## config.mk

```make
export PLATFORM = sky130hd
export DESIGN_NAME = dual_irq_vec
export DESIGN_NICKNAME = d
export VERILOG_FILES = /design/src/rtl/dual_irq_vec_pkg.sv /design/src/rtl/div_chan.sv /design/src/rtl/div_irq.sv /design/src/rtl/dual_irq_vec.sv
export SDC_FILE = /design/constraint.sdc
export NUM_CORES = 1
export LEC_CHECK = 0
export BUFFER_PORTS_ARGS = -buffer_cell sky130_fd_sc_hd__buf_2
export CORE_UTILIZATION = 30
export CTS_CLUSTER_SIZE = 25
export DETAILED_ROUTE_END_ITERATION = 10
export HOLD_SLACK_MARGIN = 0.15
export PLACE_DENSITY = 0.61
export RECOVER_POWER = 50
export SLEW_MARGIN = 20
export SYNTH_ARGS = -nofsm -noshare
export SYNTH_HDL_FRONTEND = slang
export SYNTH_HIERARCHICAL = 1
export SYNTH_SLANG_ARGS = --single-unit
```

## constraint.sdc

```tcl
create_clock -name clk -period 3.9 [get_ports clk]
set_input_delay 0.78 -clock clk [delete_from_list [all_inputs] [get_ports clk]]
set_output_delay 0.78 -clock clk [all_outputs]
set_load 0.02 [all_outputs]
```

## src/rtl/dual_irq_vec_pkg.sv

```systemverilog
package dual_irq_vec_pkg;

   localparam int          CH_COUNT   = 2;
   localparam int          BYTE_W     = 8;
   localparam int          OP_W       = 3;
   localparam logic [OP_W-1:0] OP_CLR_TX  = 3'b101;
   localparam logic [OP_W-1:0] OP_CLR_IUS = 3'b111;

   typedef struct packed {
      logic rx_pnd;
      logic tx_pnd;
      logic rx_svc;
      logic tx_svc;
      logic rx_bit;
      logic tx_bit;
   } chan_st_t;

   typedef enum logic [1:0] {
      VK_NONE,
      VK_RX,
      VK_TX
   } vkind_t;

   function automatic logic [BYTE_W-1:0] vec_code(input vkind_t k,
                                                  input logic chan_b,
                                                  input logic hi);
      case (k)
         VK_RX:   vec_code = chan_b ? (hi ? 8'h20 : 8'h04) : (hi ? 8'h30 : 8'h0C);
         VK_TX:   vec_code = chan_b ? 8'h00 : (hi ? 8'h10 : 8'h08);
         default: vec_code = hi ? 8'h60 : 8'h06;
      endcase
   endfunction

   function automatic logic rx_mode_ok(input logic [1:0] m);
      return (m == 2'b01) || (m == 2'b10);
   endfunction

   function automatic chan_st_t post_rx(input chan_st_t s);
      post_rx        = s;
      post_rx.rx_pnd = 1'b1;
      post_rx.rx_svc = 1'b1;
      post_rx.rx_bit = 1'b1;
   endfunction

   function automatic chan_st_t post_tx(input chan_st_t s, input logic ie);
      post_tx        = s;
      post_tx.tx_pnd = 1'b1;
      if (!s.rx_svc) begin
         post_tx.tx_svc = 1'b1;
         if (ie) post_tx.tx_bit = 1'b1;
      end
   endfunction

endpackage

```

## src/rtl/div_chan.sv

```systemverilog
module div_chan
   import dual_irq_vec_pkg::*;
#(
   parameter bit IS_B = 1'b0
) (
   input  logic              clk,
   input  logic              rst_n,
   input  logic              rx_evt,
   input  logic              tx_evt,
   input  logic              brk_evt,
   input  logic              rx_ack,
   input  logic              cmd_stb,
   input  logic [OP_W-1:0]   cmd_op,
   input  logic              tx_ie,
   input  logic [1:0]        rx_mode,
   input  logic              brk_ie,
   input  logic              stat_hi,
   output logic              pnd_rx,
   output logic              pnd_tx,
   output logic              vec_wr,
   output logic [BYTE_W-1:0] vec_val,
   output logic              req_nxt
);

   chan_st_t st_q, st_d;
   vkind_t   kind;
   logic     brk_q, brk_d;

   always_comb begin
      st_d   = st_q;
      kind   = VK_NONE;
      vec_wr = 1'b0;
      if (rx_ack) begin
         st_d.rx_pnd = 1'b0;
         st_d.rx_svc = 1'b0;
         st_d.rx_bit = 1'b0;
         vec_wr      = 1'b1;
         kind        = VK_NONE;
         if (st_d.tx_pnd) begin
            if (!st_d.rx_svc) kind = VK_TX;
            st_d = post_tx(st_d, tx_ie);
         end
      end
      if (cmd_stb && cmd_op == OP_CLR_TX) begin
         st_d.tx_pnd = 1'b0;
         st_d.tx_svc = 1'b0;
         st_d.tx_bit = 1'b0;
         vec_wr      = 1'b1;
         kind        = VK_NONE;
         if (st_d.rx_pnd) begin
            kind = VK_RX;
            st_d = post_rx(st_d);
         end
      end
      if (cmd_stb && cmd_op == OP_CLR_IUS) begin
         if (st_d.rx_svc) begin
            st_d.rx_svc = 1'b0;
            if (st_d.tx_pnd) begin
               vec_wr = 1'b1;
               kind   = VK_TX;
               st_d   = post_tx(st_d, tx_ie);
            end
         end else begin
            st_d.tx_svc = 1'b0;
         end
      end
      if (rx_evt) begin
         vec_wr = 1'b1;
         kind   = VK_RX;
         st_d   = post_rx(st_d);
      end
      if (tx_evt) begin
         if (!st_d.rx_svc) begin
            vec_wr = 1'b1;
            kind   = VK_TX;
         end
         st_d = post_tx(st_d, tx_ie);
      end
   end

   assign brk_d   = brk_q | brk_evt;
   assign vec_val = vec_code(kind, IS_B, stat_hi);
   assign req_nxt = (tx_ie & st_d.tx_pnd) |
                    (rx_mode_ok(rx_mode) & st_d.rx_pnd) |
                    (brk_ie & brk_d);
   assign pnd_rx  = st_q.rx_bit;
   assign pnd_tx  = st_q.tx_bit;

   always_ff @(posedge clk or negedge rst_n) begin
      if (!rst_n) begin
         st_q  <= '0;
         brk_q <= 1'b0;
      end else begin
         st_q  <= st_d;
         brk_q <= brk_d;
      end
   end

endmodule

```

## src/rtl/div_irq.sv

```systemverilog
module div_irq #(
   parameter int NCH = 2
) (
   input  logic           clk,
   input  logic           rst_n,
   input  logic [NCH-1:0] req,
   output logic           irq
);

   always_ff @(posedge clk or negedge rst_n) begin
      if (!rst_n) irq <= 1'b0;
      else        irq <= |req;
   end

endmodule

```

## src/rtl/dual_irq_vec.sv

```systemverilog
module dual_irq_vec
   import dual_irq_vec_pkg::*;
#(
   parameter int NUM_CH = CH_COUNT
) (
   input  logic                clk,
   input  logic                rst_n,
   input  logic [NUM_CH-1:0]   rx_evt,
   input  logic [NUM_CH-1:0]   tx_evt,
   input  logic [NUM_CH-1:0]   brk_evt,
   input  logic [NUM_CH-1:0]   rx_ack,
   input  logic [NUM_CH-1:0]   cmd_stb,
   input  logic [OP_W-1:0]     cmd_op,
   input  logic [NUM_CH-1:0]   tx_ie,
   input  logic [2*NUM_CH-1:0] rx_mode,
   input  logic [NUM_CH-1:0]   brk_ie,
   input  logic                stat_hi,
   output logic                irq,
   output logic [BYTE_W-1:0]   int_pend,
   output logic [BYTE_W-1:0]   int_vec
);

   localparam int MODE_W = 2;

   if (NUM_CH != 2) begin : g_bad_nch
      $error("dual_irq_vec: NUM_CH must be 2");
   end
   if (BYTE_W != 8) begin : g_bad_byte
      $error("dual_irq_vec: register bytes must be 8 bits");
   end

   logic [NUM_CH-1:0] pnd_rx, pnd_tx, vec_wr, req_nxt;
   logic [BYTE_W-1:0] vec_val [NUM_CH];
   logic [BYTE_W-1:0] vec_q, vec_d;

   for (genvar g = 0; g < NUM_CH; g++) begin : g_ch
      div_chan #(.IS_B(g == 1)) u_chan (
         .clk     (clk),
         .rst_n   (rst_n),
         .rx_evt  (rx_evt[g]),
         .tx_evt  (tx_evt[g]),
         .brk_evt (brk_evt[g]),
         .rx_ack  (rx_ack[g]),
         .cmd_stb (cmd_stb[g]),
         .cmd_op  (cmd_op),
         .tx_ie   (tx_ie[g]),
         .rx_mode (rx_mode[g*MODE_W +: MODE_W]),
         .brk_ie  (brk_ie[g]),
         .stat_hi (stat_hi),
         .pnd_rx  (pnd_rx[g]),
         .pnd_tx  (pnd_tx[g]),
         .vec_wr  (vec_wr[g]),
         .vec_val (vec_val[g]),
         .req_nxt (req_nxt[g])
      );
   end

   // the highest-numbered channel writing this cycle owns the vector
   always_comb begin
      vec_d = vec_q;
      for (int i = 0; i < NUM_CH; i++) begin
         if (vec_wr[i]) vec_d = vec_val[i];
      end
   end

   always_ff @(posedge clk or negedge rst_n) begin
      if (!rst_n) vec_q <= '0;
      else        vec_q <= vec_d;
   end

   div_irq #(.NCH(NUM_CH)) u_irq (
      .clk   (clk),
      .rst_n (rst_n),
      .req   (req_nxt),
      .irq   (irq)
   );

   assign int_vec  = vec_q;
   assign int_pend = {2'b00, pnd_rx[0], pnd_tx[0], 1'b0, pnd_rx[1], pnd_tx[1], 1'b0};

endmodule

```

# Yosys cells after proc, flatten, opt, wreduce, memory -nomap -nowiden
# Index checks and enable logic that the tools add are counted.
[word_totals]
ff_bits = 23
inputBits = 24
word_cells = 122
[classes]
n_eq_ne = 10
bitwise_logic = 12
n_reduce_logical = 8
mux = 76
[ops]
columns = ["cell", "n"]
rows = [
  ["two-way mux 6 bit", 10],
  ["two-way mux 5 bit", 9],
  ["two-way mux 2 bit", 22],
  ["one-hot mux 8 bit (2 select lines)", 2],
  ["two-way mux 1 bit", 30],
  ["two-way mux 8 bit", 2],
  ["equality test 2 x 1 -> 1 bit (second input constant)", 4],
  ["equality test 2 bit (second input constant)", 4],
  ["two-way mux 7 bit", 1],
  ["bitwise AND 1 bit", 6],
  ["equality test 3 bit (second input constant)", 2],
  ["bitwise OR 1 bit", 6],
  ["logical AND 1 bit", 4],
  ["logical OR 1 bit", 2],
  ["nonzero test 2 bit", 1],
  ["OR reduction 2 bit", 1],
]

# Longest topological paths before layout
[depth]
depth_word = 17
mapped_depth = 8

# Cells and area by module
# The synthesis kept the hierarchy.
[by_module_without_submodules]
columns = ["mod", "n_inst", "area_each_um2", "cells_each", "seq_area_each_um2"]
rows = [
  ["div_chan (g_ch[0].u_chan)", 1, 435.4, 49, 150.1],
  ["div_chan (g_ch[1].u_chan)", 1, 435.4, 46, 150.1],
  ["dual_irq_vec", 1, 406.6, 39, 200.2],
  ["div_irq", 1, 31.3, 2, 25.0],
]

# Least setup slack after synthesis
# OpenSTA, ideal clock, no wires.
[synth_path]
kind = "in2reg"
start = "in cmd_stb[0]"
end = "reg vec_q[2] (netlist: int_vec[2])"
setup_ns = 0.140
stages = 8
required_time_ns = 3.760
slack_ns = 1.687
path_buffers = 0
arrival_time_ns = 2.073
path_cell_list = "a41o_2 -> o21ai_0 -> o21a_1 -> ha_1 -> nor2_1 -> nor2_1 -> mux2i_1 -> o21ai_1"
[synth_lines]
columns = ["element", "line_no", "rtl"]
rows = [
  ["from (decl)", "dual_irq_vec.sv:12", "input logic [NUM_CH-1:0] cmd_stb,"],
  ["to (signal assigned)", "dual_irq_vec.sv:68", "else vec_q <= vec_d;"],
  ["to (decl)", "dual_irq_vec.sv:34", "logic [BYTE_W-1:0] vec_q, vec_d;"],
]

==> results.toml <==
[logic_synthesis]
synth_area_leaders = "dfrtp_1, mux2i_1, buf_4, a41o_2, o21bai_1"
synth_top_cell_area_share = 0.402
yosysTopAreaCell = "dfrtp_1"
synth_fa_ha_area_frac = 0.0287
synth.area.mux_share = 0.0612
yosysWarnings = 6
ys_seq_elements = 21
yosysSeqAreaShare = 0.402
avgSynthCellArea_um2 = 9.62
synth_compound_area_frac = 0.207
synth_area_mm2 = 0.00131
synthSimpleGateAreaFrac = 0.185
synth_xor_area_frac = 0.0134
ys_types = 29
synth_top_family_by_area = "compound AO/OA/AOI/OAI gates"
synthCells = 136

[worst_hold_path]
hold_path.class = "flop to flop"
holdPathStages = 1

[final_layout]
antenna_cells = 0
drive_above_1_share = 0.262
nets = 200
final_common_cell = "buf_2"
synthToLayoutAreaGrowth_pct = 16.8
post-route-util = 0.374
mostFrequentLayoutCells = "buf_2, dfrtp_1, nand2_1, conb_1, nor2_1"
instances_no_fill = 222

[worst_setup_path]
worst_ep_required_time_ps = 4090
critPathKind = "input pin to flop"
crit_fanout = 10
endpoint_kind = "flop"
start_kind = "input pin"
worstRegToRegCells = 8
crit_arrival_ps = 2720
regToRegSetupSlack_ps = 1990

[sta]
finalCriticalPeriod_ps = 2530
rsz0062_at_grt = "false"
setup_tns_ps = 0
final-setup-viol-count = 0
slew_headroom = 0.217
finalMaxSlewViolations = 0
hold_violations = 0
fin_skew_ps = 6.01
holdWs_ps = 459
min_period_over_period = 0.648
worst_pin_slew_ps = 1170
max_freq_ghz = 0.395

[floorplanning]
start_util = 0.320
core-area_mm2 = 0.00409
dieWidth_um = 68.1
ios = 41
die_area_mm2 = 0.00463
row_count = 23
chipHeight_um = 68.1

[clock_tree]
ctsHtreeMaxLevel = 1
numCtsBuffers = 3
cts_buffer_depth = 2
hold_buffers = 0
cts.root.buffer_cell = "clkbuf_8"
clock-sinks = 21
path_clk_slew_ps = 80
cts_tree = "done"
clkLatencyLatePin_ps = 260
post-cts-setup-buffer-count = 0
cts.repair.resized = 0

[power]
p_leak_nw = 0.762
vdd_drop_max_mv = 0.179
power_mw = 0.511
p_per_area_mw_per_mm2 = 334

[drt]
met2_length_um = 1010
routed-wl-met3_um = 151
post_drt_wl_per_cell_um = 11.4
top_layer = "met4"
drt_iter0_drc = 34
drt.antenna.violating_nets = 0
wirelength_um = 2530
drt-vias-per-instance = 4.52
wl_met1_um = 1350
first_pass_iters = 3
drc = 0
vias = 1004

[placed_design]
portBuffers = 36
gp_congestion = 0.723
place_hpwl_um = 1900
dp.cells = 217

[run_status]
status = "finished, final reports clean"

[grt]
grt_pass1_vias = 983
antenna_found_initial = 0
grt_pass1_wl_um = 4310
grt_max_degree = 22
grt_overflow_total = 0
track_usage = 0.123

[job]
maxCapViolations = 0
-- flip-flops by register name, indices dropped and copies added, names as in the netlist --
| signal | cells |
|---|---|
| g_ch.u_chan/pnd_rx | 2 |
| int_vec | 8 |
| g_ch.u_chan/st_q | 6 |
| u_irq/irq | 1 |
| g_ch.u_chan/brk_q | 2 |
| g_ch.u_chan/pnd_tx | 2 |
-- power breakdown --
part | switching (mW) | internal [mW] | total (mW)
Combinational | 0.0739 | 0.0512 | 0.125
Clock | 0.0717 | 0.0712 | 0.143
Sequential | 0.00938 | 0.234 | 0.243
-- worst paths after layout --
kind | endpoint | from
min in group asynchronous | g_ch[0].u_chan/st_q[5] | rst_n
max | int_vec[4] | cmd_op[0]
min reg2reg | g_ch[1].u_chan/brk_q | g_ch[1].u_chan/brk_q
max in group asynchronous | int_vec[3] | rst_n
max reg2reg | int_vec[4] | g_ch[0].u_chan/st_q[5]
min | g_ch[1].u_chan/brk_q | g_ch[1].u_chan/brk_q
-- Yosys cell counts, drive strengths merged --
cell,n
a221o,2
buf,12
nand3,4
and2,4
ha,3
or2,3
nor2,9
nand4,2
a41oi,2
mux2i,8
o21ai,12
dfrtp,21
nand2b,4
a21boi,2
a41o,4
nand2,10
o211ai,4
nand4b,2
conb,3
nor2b,5
inv,7
xor2,2
o21a,2
a21o,3
o21bai,6
-- metrics by stage --
step / area, um2 / setup WS (ps)
floorplan: 1340 / 1690
global placement: 1480 / 1270
detailed placement: 1480 / 1240
CTS: 1530 / 1520
global route: 1530 / 1080
finish: 1530 / 1370
-- cell families (layout without fill, tap and decap cells) --
family                     after synthesis  count (layout)
buffers and inverters                   19              48
and+or+nand+nor                         43              43
adders and majority gates                3               3
xor gates and xnor gates                 2               2
DFF                                     21              21
muxes                                    8               8
AOI/OAI and AO/OA                       37              37
other                                    3              10
-- layer usage --
layer	up-vias	track usage
met1	436	0.170
met2	35	0.190
met4	0	0.0313
li1	531	-
met3	2	0.0317
met5	-	0
-- final cells by class --
cell class | instances | area, um2
Multi-Input combinational cell | 103 | 686
Fill cell | 429 | 2560
Inverter | 7 | 26.3
Timing Repair Buffer | 37 | 183
Clock buffer | 3 | 41.3
Sequential cell | 21 | 526
Tap cell | 50 | 62.6
Clock inverter | 1 | 5.00
-- critical path: stages --
cell      delay (ps)
clkbuf_1         370
a41oi_1          210
o21ai_0          390
o21a_1           200
ha_1             260
o21bai_1         190
nor2_1           100
mux2i_1           80
o21ai_1          140
No activity file was read; power rests on OpenSTA's default activity.
